===== src/rtl/gpio_irq_pkg.sv =====
package gpio_irq_pkg;
   localparam int unsigned REG_W  = 32;
   localparam int unsigned ADDR_W = 5;

   localparam logic [ADDR_W-1:0] OFS_DATA = 5'h00;
   localparam logic [ADDR_W-1:0] OFS_DIR  = 5'h04;
   localparam logic [ADDR_W-1:0] OFS_PAD  = 5'h08;
   localparam logic [ADDR_W-1:0] OFS_SELL = 5'h0C;
   localparam logic [ADDR_W-1:0] OFS_SELH = 5'h10;
   localparam logic [ADDR_W-1:0] OFS_MASK = 5'h14;
   localparam logic [ADDR_W-1:0] OFS_STAT = 5'h18;

   typedef enum logic [1:0] {
      COND_LOW  = 2'd0,
      COND_HIGH = 2'd1,
      COND_RISE = 2'd2,
      COND_FALL = 2'd3
   } cond_e;

   function automatic logic cond_hit(input logic [1:0] code, input logic cur, input logic prv);
      case (cond_e'(code))
         COND_LOW:  return !cur;
         COND_HIGH: return cur;
         COND_RISE: return cur & !prv;
         default:   return !cur & prv;
      endcase
   endfunction
endpackage


===== src/rtl/gpio_irq_sync.sv =====
module gpio_irq_sync #(
   parameter int unsigned NPIN   = 32,
   parameter int unsigned STAGES = 2
) (
   input  logic            clk,
   input  logic            rst_n,
   input  logic [NPIN-1:0] pin_i,
   output logic [NPIN-1:0] sync_o
);
   logic [STAGES-1:0][NPIN-1:0] stg_q;

   always_ff @(posedge clk) begin
      if (!rst_n) stg_q <= '0;
      else        stg_q <= {stg_q[STAGES-2:0], pin_i};
   end

   assign sync_o = stg_q[STAGES-1];
endmodule


===== src/rtl/gpio_irq_detect.sv =====
module gpio_irq_detect
   import gpio_irq_pkg::*;
#(
   parameter int unsigned NPIN = 32
) (
   input  logic            clk,
   input  logic            rst_n,
   input  logic [NPIN-1:0] sync_i,
   input  logic [NPIN-1:0] sel_lo_i,
   input  logic [NPIN-1:0] sel_hi_i,
   output logic [NPIN-1:0] evt_o
);
   localparam int unsigned HALF = NPIN / 2;

   logic [NPIN-1:0] prev_q;

   always_ff @(posedge clk) begin
      if (!rst_n) prev_q <= '0;
      else        prev_q <= sync_i;
   end

   for (genvar p = 0; p < NPIN; p++) begin : g_pin
      localparam int unsigned FLD = 2 * (p % HALF);
      logic [1:0] code;
      if (p < HALF) begin : g_lo
         assign code = sel_lo_i[FLD +: 2];
      end else begin : g_hi
         assign code = sel_hi_i[FLD +: 2];
      end
      assign evt_o[p] = cond_hit(code, sync_i[p], prev_q[p]);
   end
endmodule


===== src/rtl/gpio_irq_regs.sv =====
module gpio_irq_regs
   import gpio_irq_pkg::*;
#(
   parameter int unsigned NPIN = 32
) (
   input  logic              clk,
   input  logic              rst_n,
   input  logic              bus_wr,
   input  logic              bus_rd,
   input  logic [ADDR_W-1:0] bus_addr,
   input  logic [REG_W-1:0]  bus_wdata,
   input  logic [NPIN-1:0]   pad_i,
   input  logic [NPIN-1:0]   evt_i,
   output logic [NPIN-1:0]   data_o,
   output logic [NPIN-1:0]   dir_o,
   output logic [NPIN-1:0]   sel_lo_o,
   output logic [NPIN-1:0]   sel_hi_o,
   output logic [NPIN-1:0]   mask_o,
   output logic [NPIN-1:0]   stat_o,
   output logic [REG_W-1:0]  rdata_o
);
   logic [NPIN-1:0]  clr;
   logic [REG_W-1:0] rd_mux;

   assign clr = (bus_wr && bus_addr == OFS_STAT) ? bus_wdata : '0;

   always_comb begin
      case (bus_addr)
         OFS_DATA: rd_mux = data_o;
         OFS_DIR:  rd_mux = dir_o;
         OFS_PAD:  rd_mux = pad_i;
         OFS_SELL: rd_mux = sel_lo_o;
         OFS_SELH: rd_mux = sel_hi_o;
         OFS_MASK: rd_mux = mask_o;
         OFS_STAT: rd_mux = stat_o;
         default:  rd_mux = '0;
      endcase
   end

   always_ff @(posedge clk) begin
      if (!rst_n) begin
         data_o   <= '0;
         dir_o    <= '0;
         sel_lo_o <= '0;
         sel_hi_o <= '0;
         mask_o   <= '0;
         stat_o   <= '0;
         rdata_o  <= '0;
      end else begin
         if (bus_wr) begin
            case (bus_addr)
               OFS_DATA: data_o   <= bus_wdata;
               OFS_DIR:  dir_o    <= bus_wdata;
               OFS_SELL: sel_lo_o <= bus_wdata;
               OFS_SELH: sel_hi_o <= bus_wdata;
               OFS_MASK: mask_o   <= bus_wdata;
               default: ;
            endcase
         end
         stat_o <= (stat_o & ~clr) | evt_i;
         if (bus_rd) rdata_o <= rd_mux;
      end
   end
endmodule


===== src/rtl/gpio_irq_out.sv =====
module gpio_irq_out #(
   parameter int unsigned NPIN  = 32,
   parameter int unsigned NHALF = 2
) (
   input  logic [NPIN-1:0]  stat_i,
   input  logic [NPIN-1:0]  mask_i,
   output logic [NHALF-1:0] irq_o,
   output logic             irq_any_o
);
   localparam int unsigned SEG = NPIN / NHALF;

   for (genvar h = 0; h < NHALF; h++) begin : g_seg
      assign irq_o[h] = |(stat_i[h*SEG +: SEG] & mask_i[h*SEG +: SEG]);
   end

   assign irq_any_o = |irq_o;
endmodule


===== src/rtl/gpio_irq_port.sv =====
module gpio_irq_port
   import gpio_irq_pkg::*;
#(
   parameter int unsigned NPIN        = 32,
   parameter int unsigned SYNC_STAGES = 2
) (
   input  logic                 clk,
   input  logic                 rst_n,
   input  logic                 bus_wr,
   input  logic                 bus_rd,
   input  logic [ADDR_W-1:0]    bus_addr,
   input  logic [REG_W-1:0]     bus_wdata,
   output logic [REG_W-1:0]     bus_rdata,
   input  logic [NPIN-1:0]      pin_in,
   output logic [NPIN-1:0]      pin_out,
   output logic [NPIN-1:0]      pin_oe,
   output logic                 irq_lo,
   output logic                 irq_hi,
   output logic                 irq_any
);
   localparam int unsigned NHALF = 2;

   if (NPIN != REG_W) begin : g_bad_npin
      $error("gpio_irq_port: NPIN must equal the 32-bit register width");
   end
   if (SYNC_STAGES < 2) begin : g_bad_sync
      $error("gpio_irq_port: SYNC_STAGES must be at least 2");
   end

   logic [NPIN-1:0]  pad_w, evt_w, sel_lo_w, sel_hi_w, mask_q, stat_q;
   logic [NHALF-1:0] irq_w;

   gpio_irq_sync #(.NPIN(NPIN), .STAGES(SYNC_STAGES)) u_sync (
      .clk(clk), .rst_n(rst_n), .pin_i(pin_in), .sync_o(pad_w)
   );

   gpio_irq_detect #(.NPIN(NPIN)) u_det (
      .clk(clk), .rst_n(rst_n), .sync_i(pad_w),
      .sel_lo_i(sel_lo_w), .sel_hi_i(sel_hi_w), .evt_o(evt_w)
   );

   gpio_irq_regs #(.NPIN(NPIN)) u_regs (
      .clk(clk), .rst_n(rst_n), .bus_wr(bus_wr), .bus_rd(bus_rd),
      .bus_addr(bus_addr), .bus_wdata(bus_wdata), .pad_i(pad_w), .evt_i(evt_w),
      .data_o(pin_out), .dir_o(pin_oe), .sel_lo_o(sel_lo_w), .sel_hi_o(sel_hi_w),
      .mask_o(mask_q), .stat_o(stat_q), .rdata_o(bus_rdata)
   );

   gpio_irq_out #(.NPIN(NPIN), .NHALF(NHALF)) u_out (
      .stat_i(stat_q), .mask_i(mask_q), .irq_o(irq_w), .irq_any_o(irq_any)
   );

   assign irq_lo = irq_w[0];
   assign irq_hi = irq_w[1];
endmodule


===== config.mk =====
export PLATFORM = sky130hd
export DESIGN_NAME = gpio_irq_port
export DESIGN_NICKNAME = d
export VERILOG_FILES = /design/src/rtl/gpio_irq_pkg.sv /design/src/rtl/gpio_irq_sync.sv /design/src/rtl/gpio_irq_detect.sv /design/src/rtl/gpio_irq_regs.sv /design/src/rtl/gpio_irq_out.sv /design/src/rtl/gpio_irq_port.sv
export SDC_FILE = /design/constraint.sdc
export NUM_CORES = 1
export LEC_CHECK = 0
export ABC_CLOCK_PERIOD_IN_PS = 5600
export BUFFER_PORTS_ARGS = -buffer_cell sky130_fd_sc_hd__buf_4
export CORE_UTILIZATION = 60
export CTS_CLUSTER_SIZE = 16
export DETAILED_ROUTE_END_ITERATION = 6
export GPL_TIMING_DRIVEN = 1
export PLACE_DENSITY = 0.8
export SETUP_SLACK_MARGIN = 0.4
export SYNTH_ARGS = -nofsm -noshare
export SYNTH_HDL_FRONTEND = slang
export SYNTH_SLANG_ARGS = --single-unit

===== constraint.sdc =====
create_clock -name clk -period 5.6 [get_ports clk]
set_clock_uncertainty 0.15 [all_clocks]
set_input_delay 1.12 -clock clk [delete_from_list [all_inputs] [get_ports clk]]
set_output_delay 1.12 -clock clk [all_outputs]
set_load 0.03 [all_outputs]

==> results list, run 1 <==
* Share of cells above drive strength 1: 15.8%
* Via Count: approximately 13000
* Final max-slew violation count: 0
- The die is 155 um wide.
* Routability congestion estimate: roughly 0.89
- Clock-pin slew was measured on the worst setup and hold paths at ~0.060 ns.
- Post-CTS repair changed the size of 0 cells.
- The startpoint identified for the worst register-to-register timing path is u_sync.sync_o[16]$_SDFF_PN0_.
- Hold EP: u_sync.sync_o[9]$_SDFF_PN0_
* Mean instance size in the synthesized netlist: around 8.7 um2
- Setup repair after global routing left no endpoint under its margin.
* Final setup fails: 0
* Run status: completed
- # clock sinks: 320
- Final #Nets: 1800
- Summed over all layers, the global routing overflow is 0.
- Hold path startpoint: u_sync.stg_q[9]$_SDFF_PN0_
- Combinational Power Share: under 10%
* Register-to-Register Setup Slack: slightly below 4 ns
* Net switching power of the design: 0.00116 W
* P_leak: approximately 6.1 nW
* Largest net degree at the start of global routing: around 200
- Number of maximum-capacitance constraint violations: 0
* Gate Count Post-Synth: roughly 1600
- The first routing iteration left ~1400 violations.
- Count of input and output buffers: around 170
* Ant diodes: 0
- Of the total power, the share spent switching nets is a little under a quarter.
* Total of hold buffers inserted after clock tree synthesis: 0
- Startpoint class of the critical path: flip-flop
- After floorplanning, the core was sized to cover around 23000 um2.
- Residual DRC: 0
- The die covers ~24000 um2.
- Proportion of register bits with asynchronous set or reset after synthesis: 0%
* Flip-flop and latch count after synthesis: between 300 and 400
- Final Routed Wirelength: 44400 um
* Cell area after technology mapping: between 10000 and 15000 um2
* Sequential cell area fraction in the yosys report: 45.4%
- Using the TritonRoute via totals, the vias-per-cell ratio works out to slightly above 6.
- Of all nets on the critical path, the largest fanout is 3.
- Headroom to the max-slew limit: 10.6%
- Once placement finished, the instance area stood at approximately 15000 um2.
- IR analysis of the VDD net gives a maximum drop of around 0.00034 V.
- Global routing used 36.6% of the available tracks across all layers.
* Non-Filler Instances: just over 2000
- Number of synthesized flops with an enable pin: 0
* TritonCTS buffer count: 34
- The Yosys step of the flow raised 0 warnings.
- Power per Cell Area: 303 nW/um2
- Site row count: 55
* Clock group share of total power: 46.3%
- Worst Tran Pin Value: 1.34 ns
- Of the available clock period, the critical path in the final layout requires roughly two thirds.
- TritonCTS built the clock tree.
- The initial utilization of the core area, before any placement, comes to between 60% and 70%.
- Static timing analysis puts the maximum clock frequency at roughly 0.27 GHz.
* Clock buffer depth: 3
* Crit path max-delay cell type: sky130_fd_sc_hd__a221oi_1
* Min-Delay Path Depth: 1
- The worst register-to-register path has a depth of 3.
- Final instance area: approximately 17000 um2
- Detailed placement finished with a half-perimeter wire length of between 20000 and 30000 um.
- Total I/O pin count: ~170
- The number of nets in the synthesized netlist is between 1500 and 2000.
- Remaining antenna violation count: 0
* CP endpoint kind: primary output
- The filler cells instantiated in the layout total between 1500 and 2000.
* First-pass GRT wire length: around 68000 um
- At the later pin of the worst-skew pair, clock insertion delay measures 0.51 ns.
* Final critical-path required period: 3.76 ns
- The worst register-to-register path ends at u_regs.stat_o[16]$_SDFF_PN0_.
- Data arrival time of the worst path: between 2 and 2.5 ns
* Share of power burned in registers: around 47%
- Total internal power: 0.00386 W
* Vertical die dimension: around 160 um
- From synthesis to final layout, the design area changed by 17.7%.
* Main flop type after synthesis: sky130_fd_sc_hd__dfxtp_1
- Required time of the critical path: between 4 and 5 ns
* Cell chain of the critical path: a22o_1 -> a221oi_1 -> nand4_1 -> or2_2 -> buf_4
- CTS placed an instance of sky130_fd_sc_hd__clkbuf_16 at the clock tree root.
- Count of unique library cells instantiated by Yosys: 42
* Hold Slack: 0.277 ns
* WS Path Type: flip-flop to primary output
* First-pass detailed-route iteration total: 5
* Number of placed instances with taps included: 2004
- Sum Neg Setup Slack: 0 ns
- Post-CTS setup-driven buffer insertion count: 0
* Count of H-tree levels built during CTS: 2
- The path class of the tightest hold or removal check is flip-flop to flip-flop.
* Final hold viol count: 0
* Average routed wire per standard cell: around 21 um
* Antenna violations before repair: 1
* Via count of the first global-routing pass: about 12000
- The largest single stage delay on the critical path is roughly 0.43 ns.
-- critical path, delay by kind of cell (launching register included) --
kind	cells	cell delay (ns)
buffers and inverters	1	0.17
flip-flops	1	0.34
AND/OR/NAND/NOR	2	0.74
AO/OA/AOI/OAI	2	0.72
-- cell usage in the layout, fill, tap and decap left out, types with 20 or more instances in the layout --
cell / count
sky130_fd_sc_hd__dfxtp_1: 320
sky130_fd_sc_hd__mux2i_1: 94
sky130_fd_sc_hd__buf_4: 185
sky130_fd_sc_hd__nand3b_1: 34
sky130_fd_sc_hd__nand2b_1: 33
sky130_fd_sc_hd__nor2_1: 38
sky130_fd_sc_hd__nand2_1: 388
sky130_fd_sc_hd__a221oi_1: 21
sky130_fd_sc_hd__o211ai_1: 31
sky130_fd_sc_hd__and2_1: 98
sky130_fd_sc_hd__o21ai_0: 108
sky130_fd_sc_hd__a21boi_0: 36
sky130_fd_sc_hd__o22ai_1: 21
sky130_fd_sc_hd__nor2b_1: 20
sky130_fd_sc_hd__a21boi_1: 156
sky130_fd_sc_hd__clkbuf_16: 35
-- stage by stage --
stage / setup WS (ns) / util, % / total power [W]
2_1_floorplan: 2.75 / - / 0.00259
3_3_place_gp: 1.73 / 67.5 / 0.00273
3_5_place_dp: 1.64 / 67.5 / 0.00274
4_1_cts: 1.87 / 72.7 / 0.00503
5_1_grt: 1.85 / 72.7 / 0.00517
6_report: 1.84 / 72.7 / 0.00503
-- cell usage after synthesis (2+ instances only) --
cell type                   instances  area share [%]
sky130_fd_sc_hd__nand3_1            3            0.11
sky130_fd_sc_hd__dfxtp_1          320              45
sky130_fd_sc_hd__o21ai_1            7            0.25
sky130_fd_sc_hd__nor2b_1           20            0.89
sky130_fd_sc_hd__a22o_1             8            0.50
sky130_fd_sc_hd__a2111oi_0         18             1.1
sky130_fd_sc_hd__nand2b_1          33             1.5
sky130_fd_sc_hd__and2_1            98             4.3
sky130_fd_sc_hd__or4b_1             3            0.21
sky130_fd_sc_hd__a21boi_1         156             8.3
sky130_fd_sc_hd__o22ai_2           10            0.89
sky130_fd_sc_hd__clkbuf_1          67             1.8
sky130_fd_sc_hd__a21oi_1           13            0.46
sky130_fd_sc_hd__nand3b_1          34             1.8
sky130_fd_sc_hd__buf_2             37             1.3
sky130_fd_sc_hd__o22ai_1           21            0.93
sky130_fd_sc_hd__o21ai_0          108             3.8
sky130_fd_sc_hd__nand4_1            3            0.13
sky130_fd_sc_hd__nor2_1            38             1.0
sky130_fd_sc_hd__buf_1              2           0.053
sky130_fd_sc_hd__nor3b_2           14             1.2
sky130_fd_sc_hd__a21boi_0          36             1.9
sky130_fd_sc_hd__buf_6              2            0.16
sky130_fd_sc_hd__and3_1             2           0.089
sky130_fd_sc_hd__nand2_1          388              10
sky130_fd_sc_hd__mux2i_1           94             6.7
sky130_fd_sc_hd__o211ai_1          31             1.6
sky130_fd_sc_hd__buf_4              4            0.21
sky130_fd_sc_hd__o2bb2ai_1         13            0.81
sky130_fd_sc_hd__a221oi_1          21             1.3
-- kinds of logic after synthesis --
logic type / Yosys count / synth area share, %
compound gates: 446 / 22.3
buf+inv: 113 / 3.55
flops: 320 / 45.4
mux: 95 / 6.75
simple gates: 642 / 22.0
-- how the worst max path moves through the flow --
stage                                            to  cells past startpoint                        start
detailed placement  u_regs.rdata_o[18]$_SDFFE_PN0P_                      6                  bus_addr[3]
global route                                irq_any                      5  u_regs.stat_o[4]$_SDFF_PN0_
finish                                      irq_any                      5  u_regs.stat_o[4]$_SDFF_PN0_
global placement    u_regs.rdata_o[16]$_SDFFE_PN0P_                      6                  bus_addr[3]
floorplan                                   irq_any                      4  u_regs.stat_o[4]$_SDFF_PN0_
CTS                                         irq_any                      5  u_regs.stat_o[4]$_SDFF_PN0_
-- power groups by stage --
stage          Clock (W)  Sequential (W)  Combinational [W]
6_report         0.00233         0.00238           0.000318
5_1_grt          0.00244         0.00238           0.000339
4_1_cts          0.00234         0.00238           0.000313
3_5_place_dp           0         0.00243           0.000311
3_3_place_gp           0         0.00243           0.000306
2_1_floorplan          0         0.00241           0.000183
-- metal layers --
metal	global-route usage, %	routed length (um)	share of wire, %	vias to the layer above
met1	49.6	18200	41	6047
met3	7.60	4960	11	109
met5	0	0	0	-
li1	-	-	-	5813
met4	14.8	1510	3.4	0
met2	57.1	19700	44	722
-- flip-flops by register name, indices dropped and copies added, names as in the netlist --
register and flops:
u_sync.sync_o 32, u_sync.stg_q 32, u_regs.sel_lo_o 32, u_regs.sel_hi_o 32, u_regs.mask_o 32, u_regs.stat_o 32
u_regs.dir_o 32, u_regs.rdata_o 32, u_det.prev_q 32, u_regs.data_o 32
-- cell type report --
class,count,area [um2],share of cell area (%)
Inverter,1,3.75,0.0226
Timing Repair Buffer,187,1420,8.55
Clock buffer,46,1010,6.07
Tap cell,313,392,2.36
Multi-Input combinational cell,1183,7210,43.4
Clock inverter,15,164,0.987
Sequential cell,320,6410,38.6
Power figures use the tool's default switching activity.
==> inputs of run 2 (changes only) <==
ABC_CLOCK_PERIOD_IN_PS = 3900   (was 5600)
CORE_UTILIZATION = 58   (was 60)
PLACE_DENSITY = 0.78   (was 0.8)
clock period = 3.9 ns   (was 5.6 ns; I/O delays follow)
==> results list, run 2 (synthesis gave the netlist of run 1 again) <==
* Hold Slack: 0.277 ns (-0.000822 ns)
* Area of the die: 25000 um2 (+3.4%)
* Met2 usage in global routing: 53.5% (-3.6 points)
- The startpoint identified for the worst register-to-register timing path is u_regs.sel_lo_o[18]$_SDFFE_PN0P_.
* Post-CTS setup-driven buffer insertion count: 0 (unchanged)
- The post-route antenna net violation count was 0 (unchanged).
* Sum Neg Setup Slack: 0 ns (unchanged)
- Final max-slew violation count: 0 (unchanged)
- Total I/O pin count: 172 (unchanged)
- The total number of vias came to 12839 (+1.2%).
- The post-cts sizing count is 0 (unchanged).
* First-pass GRT wire length: 67600 um (-0.81%)
- The count of maximum capacitance violations is 0 (unchanged).
* Root Buffer Master: sky130_fd_sc_hd__clkbuf_16
- The share of layout cells above drive strength 1 came to 16.0% (+0.26 points).
- Based on the critical path, the design can be clocked at up to roughly 0.29 GHz.
- Hold path startpoint: u_sync.stg_q[6]$_SDFF_PN0_
* Grt ovf: 0 (unchanged)
- Vertical die dimension: 158 um (+1.7%)
* TritonCTS buffer count: 35 (+2.9%)
- Final setup fails: 0 (unchanged)
- Commonest non-fill, non-tap cells in the layout: 388 x sky130_fd_sc_hd__nand2_1, 320 x sky130_fd_sc_hd__dfxtp_1, 204 x sky130_fd_sc_hd__buf_4
* Gr usage total: 36.1% (-0.57 points)
- Setup crit start: u_regs.stat_o[4]$_SDFF_PN0_
- The maximum buffer depth of the clock tree is 3 (unchanged).
- The maximum number of pins on one net before global-route repair was 131 (-35%).
* Met3 global-route usage: 7.72% (+0.12 points)
- TritonCTS built the clock tree.
- The switching part of the total was 23.4% (+0.20 points).
* WS Path Type: flip-flop to primary output
- GR peak layer: met2
- The estimated wirelength of the detail-placed design is 30700 um (+5.8%).
- STA classifies the critical path startpoint as a flip-flop.
* Residual DRC: 0 (unchanged)
* Power per Cell Area: 419 nW/um2 (+38%)
- The run finished with clean final reports.
- Most common library cell in the layout ignoring fill and taps: sky130_fd_sc_hd__nand2_1
- The antenna diode instance count came to 0 (unchanged).
- The met1 routing resource usage after global routing was 50.8% (+1.2 points).
- Data arrival time of the worst path: 2.50 ns (about the same)
- Setup repair after global routing left no endpoint under its margin.
* Mean number of vias per cell: 6.15 (+0.15%)
- The H-tree level count was 2 (unchanged).
- On the critical path, the stage with the largest delay is an instance of sky130_fd_sc_hd__a221oi_1.
- Of the available clock period, the critical path in the final layout requires 87.9%.
* Number of placed instances with taps included: 2029 (+1.2%)
- The effective utilization at floorplan came to 59.6% (-2.2 points).
- Traced cell by cell, the critical path runs through a22o_1 -> a221oi_1 -> nand4_1 -> or2_2 -> buf_4.
* Required time of the critical path: 2.97 ns (-1.36 ns)
- Total internal power: 0.00534 W (+38%)
* CP endpoint kind: primary output
* Average routed wire per standard cell: 21.6 um (+0.76%)
* Combinational Power Share: 6.7% (+0.4 points)
- The initial detailed-routing violation count was 1452 (+3.8%).
- The number of global-route vias before repair is 11776 (-2.8%).
- The initial antenna violation count came to 0 (-1).
- Site row count: 56 (+1.8%)
* Placeable core area: 23700 um2 (+3.7%)
- The count of input and output buffers is 171 (unchanged).
- Final Routed Wirelength: 45200 um (+1.8%)
- The width of the die is 158 um (+1.7%).
* Min-Delay Path Class: flip-flop to flip-flop
* First-pass detailed-route iteration total: 6 (+1)
- The sequential share of power is 49.1% (+1.7 points).
- Total of hold buffers inserted after clock tree synthesis: 0 (unchanged)
* Clock group share of total power: 44.1% (-2.2 points)
- Headroom to the max-slew limit: 30.7% (+20 points)
* Maximum net fanout on the critical path: 3 (unchanged)
- Net switching power of the design: 0.00163 W (+40%)
- The latest clock arrival within the worst-skew pair came to 0.51 ns (about the same).
- Routability congestion estimate: 0.941 (+5.5%)
* Clock slew seen by the registers of the worst setup and hold paths: 0.06 ns (about the same)
- The leakage power is 6.10 nW (+0.54%).
* Largest vdd supply drop: 0.000308 V (-8.9%)
- Final critical-path required period: between 3 and 4 ns
* Worst Tran Pin Value: 1.04 ns (-0.302 ns)
* # clock sinks: 320 (unchanged)
- The number of nets in the final layout came to 1820 (+1.1%).
- The number of failing hold endpoints at the final stage came to 0 (unchanged).
- The post-route non-filler standard cell count was 2086 (+1.0%).
- From synthesis to final layout, the design area changed by 17.9%.
- Largest stage delay, worst path: 0.40 ns (-0.03 ns)
[run 2: critical path, delay by kind of cell (launching register included)]
family	cells	cell delay (ns)
AO/OA/AOI/OAI	2	0.74
AND/OR/NAND/NOR	2	0.73
flip-flops	1	0.36
buffers and inverters	1	0.17
[run 2: power groups by stage]
stage | Clock, W | Combinational (W) | Sequential, W
2_1_floorplan | 0 | 0.000263 | 0.00346
5_1_grt | 0.00324 | 0.000497 | 0.00342
4_1_cts | 0.00310 | 0.000458 | 0.00341
6_report | 0.00307 | 0.000469 | 0.00342
3_3_place_gp | 0 | 0.000448 | 0.00348
3_5_place_dp | 0 | 0.000456 | 0.00349
[run 2: layer usage]
metal / vias up / part of all wire [%]
li1: 5861 / -
met1: 6054 / 41
met2: 806 / 43
met3: 118 / 12
met4: 0 / 3.8
met5: - / 0
[run 2: cell type report]
cell class / count / area (um2)
fill: 1922 / 7050
multi-input combinational: 1183 / 7210
inverter: 1 / 3.75
sequential: 320 / 6410
clock buffer: 50 / 1010
tap: 319 / 399
clock inverter: 7 / 40.0
timing repair buffer: 206 / 1560
[run 2: worst paths after layout]
kind | depth (start not counted) | endpoint | slack (ns)
max | 5 | irq_any | 0.47
min | 1 | u_sync.sync_o[6]$_SDFF_PN0_ | 0.28
max reg2reg | 4 | u_regs.rdata_o[18]$_SDFFE_PN0P_ | 2.21
min reg2reg | 1 | u_sync.sync_o[6]$_SDFF_PN0_ | 0.28
[run 2: metrics by stage]
step | power (W) | utilization, % | instance area (um2) | worst slack (ns)
5_1_grt | 0.00716 | 70.2 | 16600 | 0.480
3_5_place_dp | 0.00394 | 65.8 | 15600 | 0.789
6_report | 0.00696 | 70.2 | 16600 | 0.471
2_1_floorplan | 0.00373 | - | 14100 | 1.39
4_1_cts | 0.00697 | 70.2 | 16600 | 0.529
3_3_place_gp | 0.00393 | 65.8 | 15600 | 0.884
